## config.mk

```make
export PLATFORM = sky130hd
export DESIGN_NAME = chipSelectGen
export DESIGN_NICKNAME = d
export VERILOG_FILES = /design/src/rtl/csg_pkg.sv /design/src/rtl/csgDatapath.sv /design/src/rtl/csgControl.sv /design/src/rtl/chipSelectGen.sv
export SDC_FILE = /design/constraint.sdc
export NUM_CORES = 1
export LEC_CHECK = 0
export ABC_AREA = 1
export BUFFER_PORTS_ARGS = -buffer_cell sky130_fd_sc_hd__buf_2
export CORE_MARGIN = 10
export CORE_UTILIZATION = 50
export DETAILED_ROUTE_END_ITERATION = 10
export PLACE_DENSITY_LB_ADDON = 0.1
export SETUP_SLACK_MARGIN = 0.5
export SLEW_MARGIN = 20
export SYNTH_ARGS = -nofsm -noshare
export SYNTH_HDL_FRONTEND = slang
export SYNTH_SLANG_ARGS = --single-unit
```

## constraint.sdc

```tcl
create_clock -name clk -period 1.8 [get_ports clk]
set_input_delay 0.27 -clock clk [delete_from_list [all_inputs] [get_ports clk]]
set_output_delay 0.27 -clock clk [all_outputs]
set_load 0.01 [all_outputs]
```

## src/rtl/csg_pkg.sv

```systemverilog
package csg_pkg;
  localparam int RANGE_W = 4;
  localparam int WAIT_W  = 2;
  localparam int CFG_W   = RANGE_W + WAIT_W + 4;

  // control register layout, msb first: slow, strobe enable, range, wait, polarity, enable
  typedef struct packed {
    logic               slowMode;
    logic               strobeEn;
    logic [RANGE_W-1:0] rangeSel;
    logic [WAIT_W-1:0]  waitCnt;
    logic               polHigh;
    logic               enable;
  } chanCfg_t;

  // strobes from control to datapath
  typedef struct packed {
    logic capture;
    logic busy;
    logic auxOn;
  } ctlStrobe_t;
endpackage

```

## src/rtl/csgDatapath.sv

```systemverilog
module csgDatapath
  import csg_pkg::*;
#(
  parameter int NUM_CH = 4,
  parameter int ADDR_W = 16,
  parameter int IDX_W  = 2
) (
  input  logic              clk,
  input  logic              rstN,
  input  logic              cfgWe,
  input  logic [IDX_W-1:0]  cfgIdx,
  input  chanCfg_t          cfgData,
  input  logic [ADDR_W-1:0] busAddr,
  input  ctlStrobe_t        ctl,
  output logic              hitValid,
  output logic [WAIT_W-1:0] hitWait,
  output logic              hitSlow,
  output logic              hitStrb,
  output logic [NUM_CH-1:0] csOut
);
  chanCfg_t          cfgQ [NUM_CH];
  logic [IDX_W-1:0]  hitIdx;
  logic [IDX_W-1:0]  selIdxQ;
  logic              selValidQ;
  logic [NUM_CH-1:0] selOn;
  logic [NUM_CH-1:0] polVec;
  logic [RANGE_W-1:0] addrTop;

  assign addrTop = busAddr[ADDR_W-1 -: RANGE_W];

  always_ff @(posedge clk or negedge rstN) begin
    if (!rstN) begin
      for (int i = 0; i < NUM_CH; i++) cfgQ[i] <= '0;
    end else if (cfgWe) begin
      cfgQ[cfgIdx] <= cfgData;
    end
  end

  // priority decode: lowest index wins, so scan from the top down
  always_comb begin
    hitValid = 1'b0;
    hitIdx   = '0;
    for (int i = NUM_CH - 1; i >= 0; i--) begin
      if (cfgQ[i].enable && (cfgQ[i].rangeSel == addrTop)) begin
        hitValid = 1'b1;
        hitIdx   = IDX_W'(i);
      end
    end
  end

  assign hitWait = cfgQ[hitIdx].waitCnt;
  assign hitSlow = cfgQ[hitIdx].slowMode;
  assign hitStrb = cfgQ[hitIdx].strobeEn;

  always_ff @(posedge clk or negedge rstN) begin
    if (!rstN) begin
      selIdxQ   <= '0;
      selValidQ <= 1'b0;
    end else if (ctl.capture) begin
      selIdxQ   <= hitIdx;
      selValidQ <= hitValid;
    end
  end

  for (genvar g = 0; g < NUM_CH; g++) begin : g_chan
    assign selOn[g]  = ctl.busy && selValidQ && (selIdxQ == IDX_W'(g));
    assign polVec[g] = cfgQ[g].polHigh;
    assign csOut[g]  = cfgQ[g].polHigh ? selOn[g] : ~selOn[g];
  end

  // outside an access every line sits at its inactive level
  p_idle_inactive_r3: assert property (@(posedge clk) disable iff (!rstN)
    !ctl.busy |-> (csOut == ~polVec));

  // never more than one line at its active level
  p_one_select_r6: assert property (@(posedge clk) disable iff (!rstN)
    $onehot0(~(csOut ^ polVec)));

  // a captured hit always refers to a channel that was enabled at capture
  p_hit_enabled_r4: assert property (@(posedge clk) disable iff (!rstN)
    (ctl.capture && hitValid) |-> cfgQ[hitIdx].enable);
endmodule

```

## src/rtl/csgControl.sv

```systemverilog
module csgControl
  import csg_pkg::*;
(
  input  logic              clk,
  input  logic              rstN,
  input  logic              accStart,
  input  logic              hitValid,
  input  logic [WAIT_W-1:0] hitWait,
  input  logic              hitSlow,
  input  logic              hitStrb,
  output ctlStrobe_t        ctl,
  output logic              accReady
);
  localparam int CNT_W = WAIT_W + 1;

  logic             busyQ;
  logic             firstQ;
  logic             auxEnQ;
  logic [CNT_W-1:0] cntQ;
  logic [CNT_W-1:0] startCnt;

  assign startCnt = !hitValid ? '0
                  : (CNT_W'(hitWait) + (hitSlow ? CNT_W'(2) : CNT_W'(0)));

  always_ff @(posedge clk or negedge rstN) begin
    if (!rstN) begin
      busyQ  <= 1'b0;
      firstQ <= 1'b0;
      auxEnQ <= 1'b0;
      cntQ   <= '0;
    end else if (!busyQ) begin
      if (accStart) begin
        busyQ  <= 1'b1;
        firstQ <= 1'b1;
        auxEnQ <= hitValid && hitSlow && hitStrb;
        cntQ   <= startCnt;
      end
    end else begin
      firstQ <= 1'b0;
      if (cntQ == '0) busyQ <= 1'b0;
      else            cntQ  <= cntQ - 1'b1;
    end
  end

  assign ctl.capture = !busyQ && accStart;
  assign ctl.busy    = busyQ;
  assign ctl.auxOn   = busyQ && auxEnQ && !firstQ && (cntQ != '0);
  assign accReady    = busyQ && (cntQ == '0);

  // ready is a single-cycle pulse
  p_ready_single_r7: assert property (@(posedge clk) disable iff (!rstN)
    accReady |=> !accReady);

  // strobe only after the access has already been running a cycle
  p_aux_late_r9: assert property (@(posedge clk) disable iff (!rstN)
    ctl.auxOn |-> $past(busyQ));

  // strobe ends while the select is still held
  p_aux_early_r9: assert property (@(posedge clk) disable iff (!rstN)
    ctl.auxOn |=> busyQ);

  // an access in progress runs until its ready cycle
  p_hold_busy_r11: assert property (@(posedge clk) disable iff (!rstN)
    (busyQ && !accReady) |=> busyQ);
endmodule

```

## src/rtl/chipSelectGen.sv

```systemverilog
module chipSelectGen
  import csg_pkg::*;
#(
  parameter int NUM_CH = 4,
  parameter int ADDR_W = 16
) (
  input  logic              clk,
  input  logic              rstN,
  input  logic [ADDR_W-1:0] busAddr,
  input  logic              accStart,
  input  logic              cfgWe,
  input  logic [$clog2(NUM_CH)-1:0] cfgIdx,
  input  logic [CFG_W-1:0]  cfgData,
  output logic [NUM_CH-1:0] csOut,
  output logic              auxStrobe,
  output logic              accReady
);
  localparam int IDX_W = $clog2(NUM_CH);

  ctlStrobe_t        ctl;
  logic              hitValid;
  logic [WAIT_W-1:0] hitWait;
  logic              hitSlow;
  logic              hitStrb;

  csgDatapath #(.NUM_CH(NUM_CH), .ADDR_W(ADDR_W), .IDX_W(IDX_W)) i_datapath (
    .clk      (clk),
    .rstN     (rstN),
    .cfgWe    (cfgWe),
    .cfgIdx   (cfgIdx),
    .cfgData  (chanCfg_t'(cfgData)),
    .busAddr  (busAddr),
    .ctl      (ctl),
    .hitValid (hitValid),
    .hitWait  (hitWait),
    .hitSlow  (hitSlow),
    .hitStrb  (hitStrb),
    .csOut    (csOut)
  );

  csgControl i_control (
    .clk      (clk),
    .rstN     (rstN),
    .accStart (accStart),
    .hitValid (hitValid),
    .hitWait  (hitWait),
    .hitSlow  (hitSlow),
    .hitStrb  (hitStrb),
    .ctl      (ctl),
    .accReady (accReady)
  );

  assign auxStrobe = ctl.auxOn;
endmodule

```

==> results.txt, run 1 <==
- PnR Total Power: roughly 3.2 mW
- The tree is rooted in a clkbuf_8.
- Via density: between 4 and 5
* Post-layout nets: roughly 400
* Register bit count reported by yosys: between 40 and 50
- Max rail drop VDD: ~0.56 mV
- Data required time of the worst path: 2.00 ns
* Post-detailed-routing wire length: about 5.3 mm
- Count of warnings emitted by yosys: 0
- Y dimension of the die: ~90 µm
* Sequential area share after synthesis: about half
* Layout Skew: approximately 0.0096 ns
* HPWL reported at the end of detailed placement: approximately 3.7 mm
* Global-route congestion overflow total: 0
* Worst slew pin tran: ~0.64 ns
- Maximum number of pins on one net before global-route repair: 29
* Violations in the final reports: negative setup slack
* Chain of cells forming the critical path: or2_1 -> a21oi_2 -> nand3b_4 -> buf_4 -> nand3b_1 -> nand3_4 -> o21ai_4 -> ha_4 -> nand2_1 -> o21ai_1 -> nand2_1 -> o21ai_1
* Slew Limit Headroom: between 50% and 60%
- PortBufs: 25
* Final cycle utilization of the critical path: 108%
- The tool flagged a number of max-cap violations equal to 0.
* Number of nets produced by synthesis: around 350
* Syn Std Cell Area: roughly 2500 µm²
- The tightest min-delay check is of the in2reg type.
- RePlAce Congestion: roughly 0.76
* Largest buffer count on any clock path: 2
- The first global-routing pass estimated about 9.2 mm of wire.
- The run finished, with violations left.
- The floorplan has 25 rows.
* Final slew viol count: 0
* Cell with the largest stage delay on the worst path: dfrtp_1
- The repair_antennas step left the layout with diodes totalling 0.
* Initial Utilization: about 52%
- The smallest clock period supported by the final layout is computed as between 1.5 and 2 ns.
- Critical path startpoint category: flip-flop
* Synthesized area divided by synthesized cell count: between 8 and 9 µm²
- The synthesized netlist contains 28 unique library cells.
- From left edge to right edge, the die measures 90.7 µm.
* Worst hold slack after final layout: approximately 0.21 ns
- Vias in the first global route: about 2000
- Critical Path Fanout Max: 5
* Final setup margin: -0.146 ns
* P&R area growth vs syn: 23.0%
- Filler instances: 422
- Type of the worst setup path: reg2reg
* Drt pass-1 iters: 4
* Std-Cell Core Area: roughly 4800 µm²
* Later-pin clock latency in the skew report: 0.30 ns
- STA classifies the critical path endpoint as a flip-flop.
- Setup repair after global routing could not meet its margin everywhere.
- CTS H-tree lvls: 2
* Hold Violations, Final: 0
* Crit-path max cell delay: 0.40 ns
- Of the cells placed in the final design, the portion with a size suffix greater than 1 is 29.4%.
- The number of antenna violations at the first check in global routing is 0.
* Remaining routing DRC violations: 0
- Total global-route track usage: about 13%
- Die area: ~8200 µm²
- Finish-stage setup viols: 3
- After the first detailed-routing iteration, the DRC count stood at roughly 110.
* Via total after detailed routing: 2011
- In the synthesized netlist, the number of instances is 312.
* PwrDens: ~1000 nW/µm²
* Critical Path AT: ~2.1 ns
- The analysis attributes to cell leakage a power of about 1.5 nW.
* Wire per inst: 12.3 µm
* Count of pins on the block boundary: 38
* Number of nets with antenna violations after detailed routing: 0
- Clock sinks: 49
- Clock-pin slew on the worst setup and hold paths: roughly 0.090 ns
- Buffers inserted during clock tree synthesis total 5.
* TritonCTS clock tree: done
- Derived from the worst setup path, the maximum achievable clock frequency is approximately 0.5 GHz.
## through the flow
stage                     util [%]  area [µm²]  instances  setup slack (ns)  TNS, ns
after CTS                     63.3        3030        426            -0.185   -0.279
final                         64.2        3070        428            -0.146   -0.194
after floorplan                  -        2500        312           -0.0956  -0.0956
after global routing          64.2        3070        428            -0.293   -0.631
after detailed placement      57.7        2760        406            -0.220   -0.292
after global placement        57.7        2760        406            -0.192   -0.192
## synthesized netlist by cell type, drive strengths merged
master | count | area (µm²)
dfrtp | 49 | 1230
a21oi | 5 | 28.8
clkbuf | 8 | 30.0
nand3b | 4 | 42.5
xnor2 | 2 | 17.5
ha | 3 | 37.5
o22ai | 1 | 6.26
nand3 | 19 | 115
xor2 | 4 | 35.0
nor3b | 1 | 12.5
nand2 | 90 | 360
clkinv | 1 | 3.75
or2 | 1 | 6.26
o21ai | 56 | 292
inv | 43 | 161
a31oi | 1 | 6.26
nor2 | 23 | 101
buf | 1 | 15.0
## final timing paths
path / startpoint / to / slack, ns / cells past startpoint
min: accStart / i_control.firstQ$_DFFE_PN0P_ / 0.21 / 3
max: i_datapath.cfgQ[36]$_DFFE_PN0P_ / i_control.cntQ[1]$_DFFE_PN0P_ / -0.15 / 12
max in group asynchronous: rstN / i_datapath.cfgQ[29]$_DFFE_PN0P_ / 0.81 / 3
min reg2reg: i_datapath.cfgQ[12]$_DFFE_PN0P_ / i_datapath.cfgQ[12]$_DFFE_PN0P_ / 0.49 / 2
min in group asynchronous: rstN / i_datapath.cfgQ[8]$_DFFE_PN0P_ / 0.47 / 2
max reg2reg: i_datapath.cfgQ[36]$_DFFE_PN0P_ / i_control.cntQ[1]$_DFFE_PN0P_ / -0.15 / 12
## per-layer routing
metal	vias to the layer above	part of all wire (%)	GRT usage (%)
li1	1084	-	-
met1	887	50	18.0
met2	36	44	20.3
met3	4	4.6	3.33
met4	0	1.2	4.77
met5	-	0	0
## worst max-delay path: cells and delay by family (launching register included)
kind | cells | cell delay, ns
buffers and inverters | 1 | 0.17
and+or+nand+nor | 6 | 0.68
DFF | 1 | 0.40
AOI/OAI and AO/OA | 4 | 0.37
adders and majority gates | 1 | 0.22
## final cells by class
| class | count | area, µm² | share of cell area [%] |
|---|---|---|---|
| repair buffers | 50 | 328 | 10.7 |
| flip-flops and latches | 49 | 1230 | 39.9 |
| well taps | 67 | 83.8 | 2.73 |
| inverters | 44 | 170 | 5.54 |
| clock inverters | 1 | 5.00 | 0.163 |
| clock buffers | 7 | 96.3 | 3.14 |
| multi-input cells | 210 | 1160 | 37.8 |
## flip-flops by register name (all words and copies together) (netlist names)
register	flops
i_control.auxEnQ	1
i_control.busyQ	1
i_control.cntQ	3
i_control.firstQ	1
i_datapath.cfgQ	40
i_datapath.selIdxQ	2
i_datapath.selValidQ	1
## power by group
part | internal, mW | switching (mW)
Sequential | 1.32 | 0.150
Combinational | 0.447 | 0.568
Clock | 0.348 | 0.358
## layout by cell type (no fill, tap or decap), drive strengths merged
| master | synthesis | final |
|---|---|---|
| nand2 | 90 | 90 |
| o21ai | 56 | 56 |
| dfrtp | 49 | 49 |
| buf | 1 | 49 |
| inv | 43 | 44 |
| nor2 | 23 | 23 |
| nand3 | 19 | 19 |
| clkbuf | 8 | 7 |
| a21oi | 5 | 5 |
| xor2 | 4 | 4 |
| nand3b | 4 | 4 |
| ha | 3 | 3 |
| xnor2 | 2 | 2 |
| nor3b | 1 | 1 |
| or2 | 1 | 1 |
| o22ai | 1 | 1 |
| a31oi | 1 | 1 |
| clkinv | 1 | 1 |
| dlygate4sd3 | 0 | 1 |
## cell families after synthesis
group | Yosys count | share of synthesized area, %
AO/OA/AOI/OAI | 63 | 13.3
flip-flops | 49 | 49.1
XOR/XNOR | 6 | 2.10
AND/OR/NAND/NOR | 138 | 25.6
buffers and inverters | 53 | 8.42
adder cells (fa/ha/maj) | 3 | 1.50
## what timing repair did
action,CTS,global route
setup endpoints to repair,13,14
hold buffers,1,0
pin swaps,9,9
resized for setup,20,10
hold endpoints to repair,21,0
buffers inserted,11,2
(Power assumes the default switching activity.)
==> run 2: changes to the inputs <==
--- a/config.mk
+++ b/config.mk
@@ -8,7 +8,7 @@
 export ABC_AREA = 1
 export BUFFER_PORTS_ARGS = -buffer_cell sky130_fd_sc_hd__buf_2
 export CORE_MARGIN = 10
-export CORE_UTILIZATION = 50
+export CORE_UTILIZATION = 51
 export DETAILED_ROUTE_END_ITERATION = 10
 export PLACE_DENSITY_LB_ADDON = 0.1
 export SETUP_SLACK_MARGIN = 0.5
==> constraint.sdc (replaced) <==
create_clock -name clk -period 1.7 [get_ports clk]
set_input_delay 0.255 -clock clk [delete_from_list [all_inputs] [get_ports clk]]
set_output_delay 0.255 -clock clk [all_outputs]
set_load 0.01 [all_outputs]
==> results.txt, run 2 (synthesis gave the netlist of run 1 again) <==
- The HPWL reported at the end of detailed placement came to 3.62 mm (was 3.69 mm).
- Largest buffer count on any clock path: 2 (unchanged)
* PnR Total Power: 3.46 mW (was 3.19 mW)
- Setup repair after global routing missed its margin: yes (unchanged).
- Y dimension of the die: 90.0 µm (was 90.7 µm)
* Post-layout nets: 391 (was 395)
- The count of buffering cells on the critical path with inverters included is 1 (unchanged).
- The worst supply voltage drop on vdd came to 0.719 mV (was 0.557 mV).
- Sequential group share of total power: 45.0% (was 46.1%)
* Most frequent cells in the layout: 79 x nand2_1, 48 x dfrtp_1, 47 x o21ai_0 (was 80 x nand2_1, 48 x o21ai_0, 48 x dfrtp_1)
* Combinational cell fraction of total power: 30.4% (was 31.8%)
- Largest registers ranked by flip-flop count: i_datapath.cfgQ (40), i_control.cntQ (3), i_datapath.selIdxQ (2) (unchanged)
* Worst slew pin tran: 0.608 ns (was 0.636 ns)
* Worst reg2reg path startpoint: i_datapath.cfgQ[36]$_DFFE_PN0P_ (unchanged)
- Chain of cells forming the critical path: or2_1 -> a21oi_2 -> nand3b_4 -> nand2_4 -> inv_2 -> o21ai_1 -> o22ai_1 -> ha_1 -> nand2_1 -> o21ai_1 -> nand2_1 -> o21ai_1 (was or2_1 -> a21oi_2 -> nand3b_4 -> buf_4 -> nand3b_1 -> nand3_4 -> o21ai_4 -> ha_4 -> nand2_1 -> o21ai_1 -> nand2_1 -> o21ai_1)
* Crit-path max cell delay: 0.39 ns (was 0.40 ns)
- Root Buffer Master: clkbuf_8 (unchanged)
- Initial Utilization: 52.9% (was 52.2%)
- The flip-flop count of the largest register, all copies and words added was 40 (unchanged).
- Static power due to leakage: 1.53 nW (was 1.55 nW)
* Worst setup startpoint: i_datapath.cfgQ[36]$_DFFE_PN0P_ (unchanged)
- The clock-pin transition on the worst setup and hold timing paths was 0.08 ns (was 0.09 ns).
* Register Area: 1230 µm² (unchanged)
- Violations in the final reports: negative setup slack (unchanged)
- The final cell area excluding filler cells was 3010 µm² (was 3070 µm²).
- CTS H-tree lvls: 2 (unchanged)
- The number of max-capacitance violations reported was 0 (unchanged).
* Die area: 8100 µm² (was 8220 µm²)
- The final count of hold timing violations is 0 (unchanged).
- Count of pins on the block boundary: 38 (unchanged)
- The number of antenna violations at the first check in global routing came to 0 (unchanged).
- The upper clock frequency limit was 0.520 GHz (was 0.514 GHz).
- The switching power came to 1.11 mW (was 1.08 mW).
- Met2 usage in global routing: 19.7% (was 20.3%)
- The clock latency on the worst-skew pair was 0.30 ns (about the same).
- The diode insertion count for antenna repair is 0 (unchanged).
- Finish-stage setup viols: 3 (unchanged)
- Via density: 4.64 (was 4.70)
- The share of power burned in the clock network came to 24.7% (was 22.1%).
- Slew Limit Headroom: 59.4% (was 57.5%)
* Clock sinks: 49 (unchanged)
* Type of the worst setup path: reg2reg (unchanged)
- The global-route met3 utilization is 2.99% (was 3.33%).
- The most common cell after layout, fill and taps aside was nand2_1 (unchanged).
- Final setup margin: -0.223 ns (was -0.146 ns)
- Dominant cell type by count on the critical path: o21ai_1
- Maximum number of pins on one net before global-route repair: 50 (was 29)
- The internal power consumption is 2.34 mW (was 2.11 mW).
- Via total after detailed routing: 1969 (was 2011)
* Multi-input gate area in the final layout: 1130 µm² (was 1160 µm²)
* Post-detailed-routing wire length: 4.93 mm (was 5.26 mm)
- P&R area growth vs syn: 20.6% (was 23.0%)
* Vias in the first global route: 1955 (was 2026)
* Most flop-heavy register: i_datapath.cfgQ (unchanged)
- The total global routing track utilization is 12.7% (was 13.4%).
* Layout cell share with drive strength beyond 1: 27.5% (was 29.4%)
* Critical Path AT: 2.12 ns (was 2.14 ns)
- The placeable core region is 4720 µm² (was 4790 µm²).
- The CTS tree was done (unchanged).
* Status: finished with violations (unchanged)
- The global-route wire length before repair came to 8.78 mm (was 9.18 mm).
- The max-slew violation count came to 0 (unchanged).
- The slack of the worst reg-to-reg path came to -0.22 ns (was -0.15 ns).
- Final cycle utilization of the critical path: 113% (was 108%)
* Summed negative setup slack over all endpoints: -0.296 ns (was -0.194 ns)
* Inserted Clock Buffers: 5 (unchanged)
- The power per cell area came to 1150 nW/µm² (was 1040 nW/µm²).
* Remaining routing DRC violations: 0 (unchanged)
* Peak-usage layer in the global routing report: met2 (unchanged)
* Initial detailed-routing violation count: 97 (was 114)
- Number of nets with antenna violations after detailed routing: 0 (unchanged)
- Final design utilization: 63.8% (was 64.2%)
- Drt pass-1 iters: 4 (unchanged)
- The slowest cell on the critical path is dfrtp_1 (unchanged).
* Area after DPL: 2760 µm² (about the same)
* Kind of cell adding the most delay to the critical path: simple AND/OR/NAND/NOR gates (unchanged)
- Final Critical Period: 1.92 ns (was 1.95 ns)
* Pre-CTS setup slack: -0.284 ns (was -0.220 ns)
* Global routing met1 resource utilization: 17.2% (was 18.0%)
* Critical Path Fanout Max: 7 (was 5)
- The path category of the worst min-delay check is in2async (was in2reg).
* RePlAce Congestion: 0.777 (was 0.757)
* Wire per inst: 11.6 µm (was 12.3 µm)
- The count of buffers from port buffering is 25 (unchanged).
- Critical Path Sink Type: flip-flop (unchanged)
- The chip width came to 90.0 µm (was 90.7 µm).
- The worst clock skew is 0.00406 ns (was 0.00959 ns).
* CTS Hold Buffers Added: 0 (was 1)
- The final-layout fill cell count came to 443 (was 422).
- The kind of start point of the critical path was a flip-flop (unchanged).
- The required time of the critical path was 1.89 ns (was 2.00 ns).
* Switching Fraction: 32.2% (was 33.7%)
- Floorplan row count: 25 (unchanged)
* Global-route congestion overflow total: 0 (unchanged)
run 2: path summary, 6_finish.rpt:
check,end,cells after the start
max reg2reg,i_control.cntQ[1]$_DFFE_PN0P_,12
min,i_datapath.cfgQ[6]$_DFFE_PN0P_,2
min reg2reg,i_datapath.cfgQ[30]$_DFFE_PN0P_,2
min in group clk,i_control.firstQ$_DFFE_PN0P_,3
max,i_control.cntQ[1]$_DFFE_PN0P_,12
max in group asynchronous,i_control.busyQ$_DFF_PN0_,2
run 2: stage by stage:
| step | hold WS, ns | cells |
|---|---|---|
| 2_1_floorplan | -0.0406 | 312 |
| 3_3_place_gp | 0.396 | 407 |
| 3_5_place_dp | 0.387 | 407 |
| 4_1_cts | 0.0649 | 421 |
| 5_1_grt | 0.0814 | 424 |
| 6_report | 0.0247 | 424 |
run 2: cell type report:
cell class / count / share of cell area (%)
clock buffers: 6 / 2.74
multi-input cells: 210 / 37.5
inverters: 44 / 5.61
flip-flops and latches: 49 / 40.7
repair buffers: 46 / 9.39
clock inverters: 2 / 1.25
well taps: 67 / 2.78
run 2: power groups by stage:
stage	logic [mW]	clock network, mW	registers, mW
2_1_floorplan	0.614	0	1.53
3_3_place_gp	0.816	0	1.57
3_5_place_dp	0.836	0	1.58
4_1_cts	1.01	0.873	1.55
5_1_grt	1.20	0.931	1.59
6_report	1.05	0.853	1.55
run 2: layer usage:
metal / vias up / part of all wire [%]
li1: 1070 / -
met3: 5 / 3.4
met1: 868 / 51
met5: - / 0
met4: 0 / 1.0
met2: 26 / 45
run 2: timing repair:
item,CTS,global route
pin swaps,10,5
buffers inserted,6,3
setup endpoints to repair,13,13
resized for setup,20,6
==> run 3: changes to the inputs <==
--- a/config.mk
+++ b/config.mk
@@ -5,7 +5,6 @@
 export SDC_FILE = /design/constraint.sdc
 export NUM_CORES = 1
 export LEC_CHECK = 0
-export ABC_AREA = 1
 export BUFFER_PORTS_ARGS = -buffer_cell sky130_fd_sc_hd__buf_2
 export CORE_MARGIN = 10
 export CORE_UTILIZATION = 51
==> results.txt, run 3 <==
- Status: finished with violations (unchanged)
- Violations in the final reports: negative setup slack (unchanged).
* Via density: 5.21 (was 4.64)
- The cell accounting for the most synthesized area is dfrtp_1 (unchanged).
- The number of primary I/O pins was 38 (unchanged).
- P&R area growth vs syn: 26.8% (was 20.6%)
* Most frequent cells in the layout: 48 x dfrtp_1, 40 x mux2_2, 30 x buf_4 (was 79 x nand2_1, 48 x dfrtp_1, 47 x o21ai_0)
* CTS H-tree lvls: 2 (unchanged)
- Synthesized area divided by synthesized cell count: 12.5 µm² (was 8.00 µm²)
- Final setup margin: -0.442 ns (was -0.223 ns)
- RePlAce Congestion: 0.892 (was 0.777)
- Number of unique standard cell types used by synthesis: 47 (was 28)
- Largest cells by area after synthesis: dfrtp_1 49%, mux2_2 18%, xnor2_1 3.5% (was dfrtp_1 49%, nand2_1 13%, o21ai_0 9.6%).
- The final cell area excluding filler cells was 3140 µm² (was 3010 µm²).
* Count of warnings emitted by yosys: 0 (unchanged)
- Initial detailed-routing violation count: 62 (was 97)
- The average wire per standard cell is 16.1 µm (was 11.6 µm).
- The total chip power was 3.70 mW (was 3.46 mW).
- The clock-pin transition on the worst setup and hold timing paths is 0.09 ns (was 0.08 ns).
* Static power due to leakage: 1.38 nW (was 1.53 nW)
- The worst clock skew is 0.00897 ns (was 0.00406 ns).
* Most flop-heavy register: i_datapath.cfgQ (unchanged)
* Floorplan row count: 25 (unchanged)
* Finish-stage setup viols: 4 (was 3)
* Clock sinks: 49 (unchanged)
- The diode insertion count for antenna repair came to 0 (unchanged).
- The summed instance area of the synthesized netlist was 2480 µm² (was 2500 µm²).
- Std-Cell Core Area: 4720 µm² (unchanged)
- The overall routed net length is 5.23 mm (was 4.93 mm).
* Layout cell share with drive strength beyond 1: 52.9% (was 27.5%)
- Slew Limit Headroom: 81.5% (was 59.4%)
- Fraction of the mapped netlist area in adder cells: 1.51% (was 1.50%)
* Vias in the first global route: 1809 (was 1955)
- The number of buffers on the longest clock path came to 2 (unchanged).
- The total global routing track utilization was 13.5% (was 12.7%).
- The worst supply voltage drop on vdd is 0.631 mV (was 0.719 mV).
* Drt pass-1 iters: 4 (unchanged)
- Max-Cap Viols: 0 (unchanged)
* Final slew viol count: 0 (unchanged)
- The critical path class is reg2reg (unchanged).
* PwrDens: 1180 nW/µm² (was 1150 nW/µm²)
- The multiplexer share of the synthesized area was 19.4% (was 0%).
- Post-synth top cells: 49 x dfrtp_1, 40 x mux2_2, 13 x nand2_1 (was 85 x nand2_1, 49 x dfrtp_1, 48 x o21ai_0)
- The count of buffers from port buffering is 25 (unchanged).
- The overflow left after global routing is 0 (unchanged).
- Worst hold slack after final layout: 0.223 ns (was 0.0247 ns)
- Post-synthesis xor/xnor area fraction: 8.18% (was 2.10%)
* Inserted Clock Buffers: 5 (unchanged)
* Summed negative setup slack over all endpoints: -1.35 ns (was -0.296 ns)
* Max Clk Rate: 0.467 GHz (was 0.520 GHz)
- Area after DPL: 2830 µm² (was 2760 µm²)
- The cell count after synthesis came to 198 (was 312).
- The synthesized-area fraction occupied by ao, oa, aoi and oai cells is 8.03% (was 13.3%).
* Post-layout nets: 293 (was 391)
* Most instantiated library cell after synthesis: dfrtp_1 (was nand2_1)
* Width of the die: 89.7 µm (was 90.0 µm)
- Worst min-delay path category: in2reg (was in2async)
- The final count of hold timing violations is 0 (unchanged).
- Setup repair after global routing missed its margin: yes (unchanged).
* Synthesized-area fraction occupied by and/or/nand/nor cells: 11.2% (was 25.6%)
- Largest registers ranked by flip-flop count: i_datapath.cfgQ (40), i_control.cntQ (3), i_datapath.selIdxQ (2) (unchanged)
- Largest family of logic cells by synthesized area: multiplexers (was simple AND/OR/NAND/NOR gates)
- The remaining design rule violation count came to 0 (unchanged).
* Critical path startpoint category: flip-flop (unchanged)
- The initial cell density of the core came to 52.5% (was 52.9%).
- The required time of the critical path is 1.89 ns (about the same).
* Later-pin clock latency in the skew report: 0.30 ns (about the same)
- The vias after detailed routing came to 1700 (was 1969).
* TritonCTS clock tree: done (unchanged)
- The maximum number of pins on one net before global-route repair came to 50 (unchanged).
- The most used flip-flop cell after synthesis is dfrtp_1 (unchanged).
- The critical-path maximum fanout came to 3 (was 7).
- Die area: 8050 µm² (was 8100 µm²)
- Number of nets with antenna violations after detailed routing: 0 (unchanged)
- The global-route wire length before repair came to 8.94 mm (was 8.78 mm).
- The number of flops mapped to enable cells by yosys came to 0 (unchanged).
- Most common library cell in the layout ignoring fill and taps: dfrtp_1 (was nand2_1)
- Root Buffer Master: clkbuf_8 (unchanged)
* Worst slew pin tran: 0.277 ns (was 0.608 ns)
* Number of flip-flops under the largest register name: 40 (unchanged)
- The number of synthesized register bits was 49 (unchanged).
* Number of nets produced by synthesis: 233 (was 347)
- Pre-CTS setup slack: -0.560 ns (was -0.284 ns)
* Critical Path Sink Type: flip-flop (unchanged)
- The final-layout fill cell count is 365 (was 443).
- The period utilization was 126% (was 113%).
* Sequential area share after synthesis: 49.5% (was 49.1%)
- Y dimension of the die: 89.7 µm (was 90.0 µm)
- The critical path arrival is 2.33 ns (was 2.12 ns).
- Final Critical Period: 2.14 ns (was 1.92 ns)
- Final Non-Filler Cells: 326 (was 424)
- The end-of-flow core utilization was 66.5% (was 63.8%).
* Share of the synthesized area in the top cell type: 49.5% (was 49.1%)
- The cell count after placement was 301 (was 407).
- HPWL reported at the end of detailed placement: 3.76 mm (was 3.62 mm)
- The number of antenna violations at the first check in global routing was 0 (unchanged).
- Ys async rst share: 100% (unchanged)
run 3: cell families after synthesis:
logic type               after synthesis
flip-flops                            49
AND/OR/NAND/NOR                       46
multiplexers                          43
AO/OA/AOI/OAI                         23
XOR/XNOR                              21
buffers and inverters                 13
adder cells (fa/ha/maj)                3
run 3: worst max-delay path, cell delays in order, from the launching register on:
cell	delay [ns]
dfrtp_2	0.45
xnor2_4	0.16
nand3_2	0.14
or2_2	0.36
o221ai_2	0.19
o2bb2ai_2	0.13
inv_1	0.06
ha_2	0.24
nor3b_2	0.15
o22a_1	0.16
run 3: layout make-up:
cell class,instances,area (µm²),area share [%]
clock buffer,5,68.8,2.19
clock inverter,3,17.5,0.557
tap,67,83.8,2.67
multi-input combinational,136,1310,41.7
inverter,7,26.3,0.836
sequential,49,1230,39.1
timing repair buffer,59,409,13.0
run 3: worst paths after layout:
path,slack [ns],end,start,cells past startpoint
worst max-delay path,-0.44,i_control.cntQ[1]$_DFFE_PN0P_,i_datapath.cfgQ[14]$_DFFE_PN0P_,9
worst min-delay path,0.22,i_datapath.cfgQ[17]$_DFFE_PN0P_,cfgData[7],2
worst max register to register,-0.44,i_control.cntQ[1]$_DFFE_PN0P_,i_datapath.cfgQ[14]$_DFFE_PN0P_,9
worst min register to register,0.51,i_datapath.cfgQ[2]$_DFFE_PN0P_,i_datapath.cfgQ[2]$_DFFE_PN0P_,1
max in group asynchronous,1.00,i_datapath.cfgQ[14]$_DFFE_PN0P_,rstN,3
min in group asynchronous,0.47,i_datapath.cfgQ[25]$_DFFE_PN0P_,rstN,3
run 3: timing repair:
item	4_1_cts	5_1_grt
endpoints found under the setup margin	14	13
endpoints found under the hold margin	49	0
gates resized for setup	13	8
buffers inserted	7	9
pin swaps	9	6
hold buffers	1	0
run 3: report_power, final:
group | leakage (nW) | internal (mW) | switching [mW] | total [mW]
clock network | 0.0439 | 0.285 | 0.387 | 0.671
registers | 0.586 | 1.43 | 0.203 | 1.63
logic | 0.750 | 0.790 | 0.603 | 1.39
run 3: per-layer routing:
metal | global-route usage [%] | share of wire [%] | up-vias
li1 | - | - | 827
met1 | 16.9 | 45 | 844
met2 | 21.9 | 50 | 23
met3 | 4.49 | 3.5 | 6
met4 | 3.37 | 0.92 | 0
met5 | 0 | 0 | -
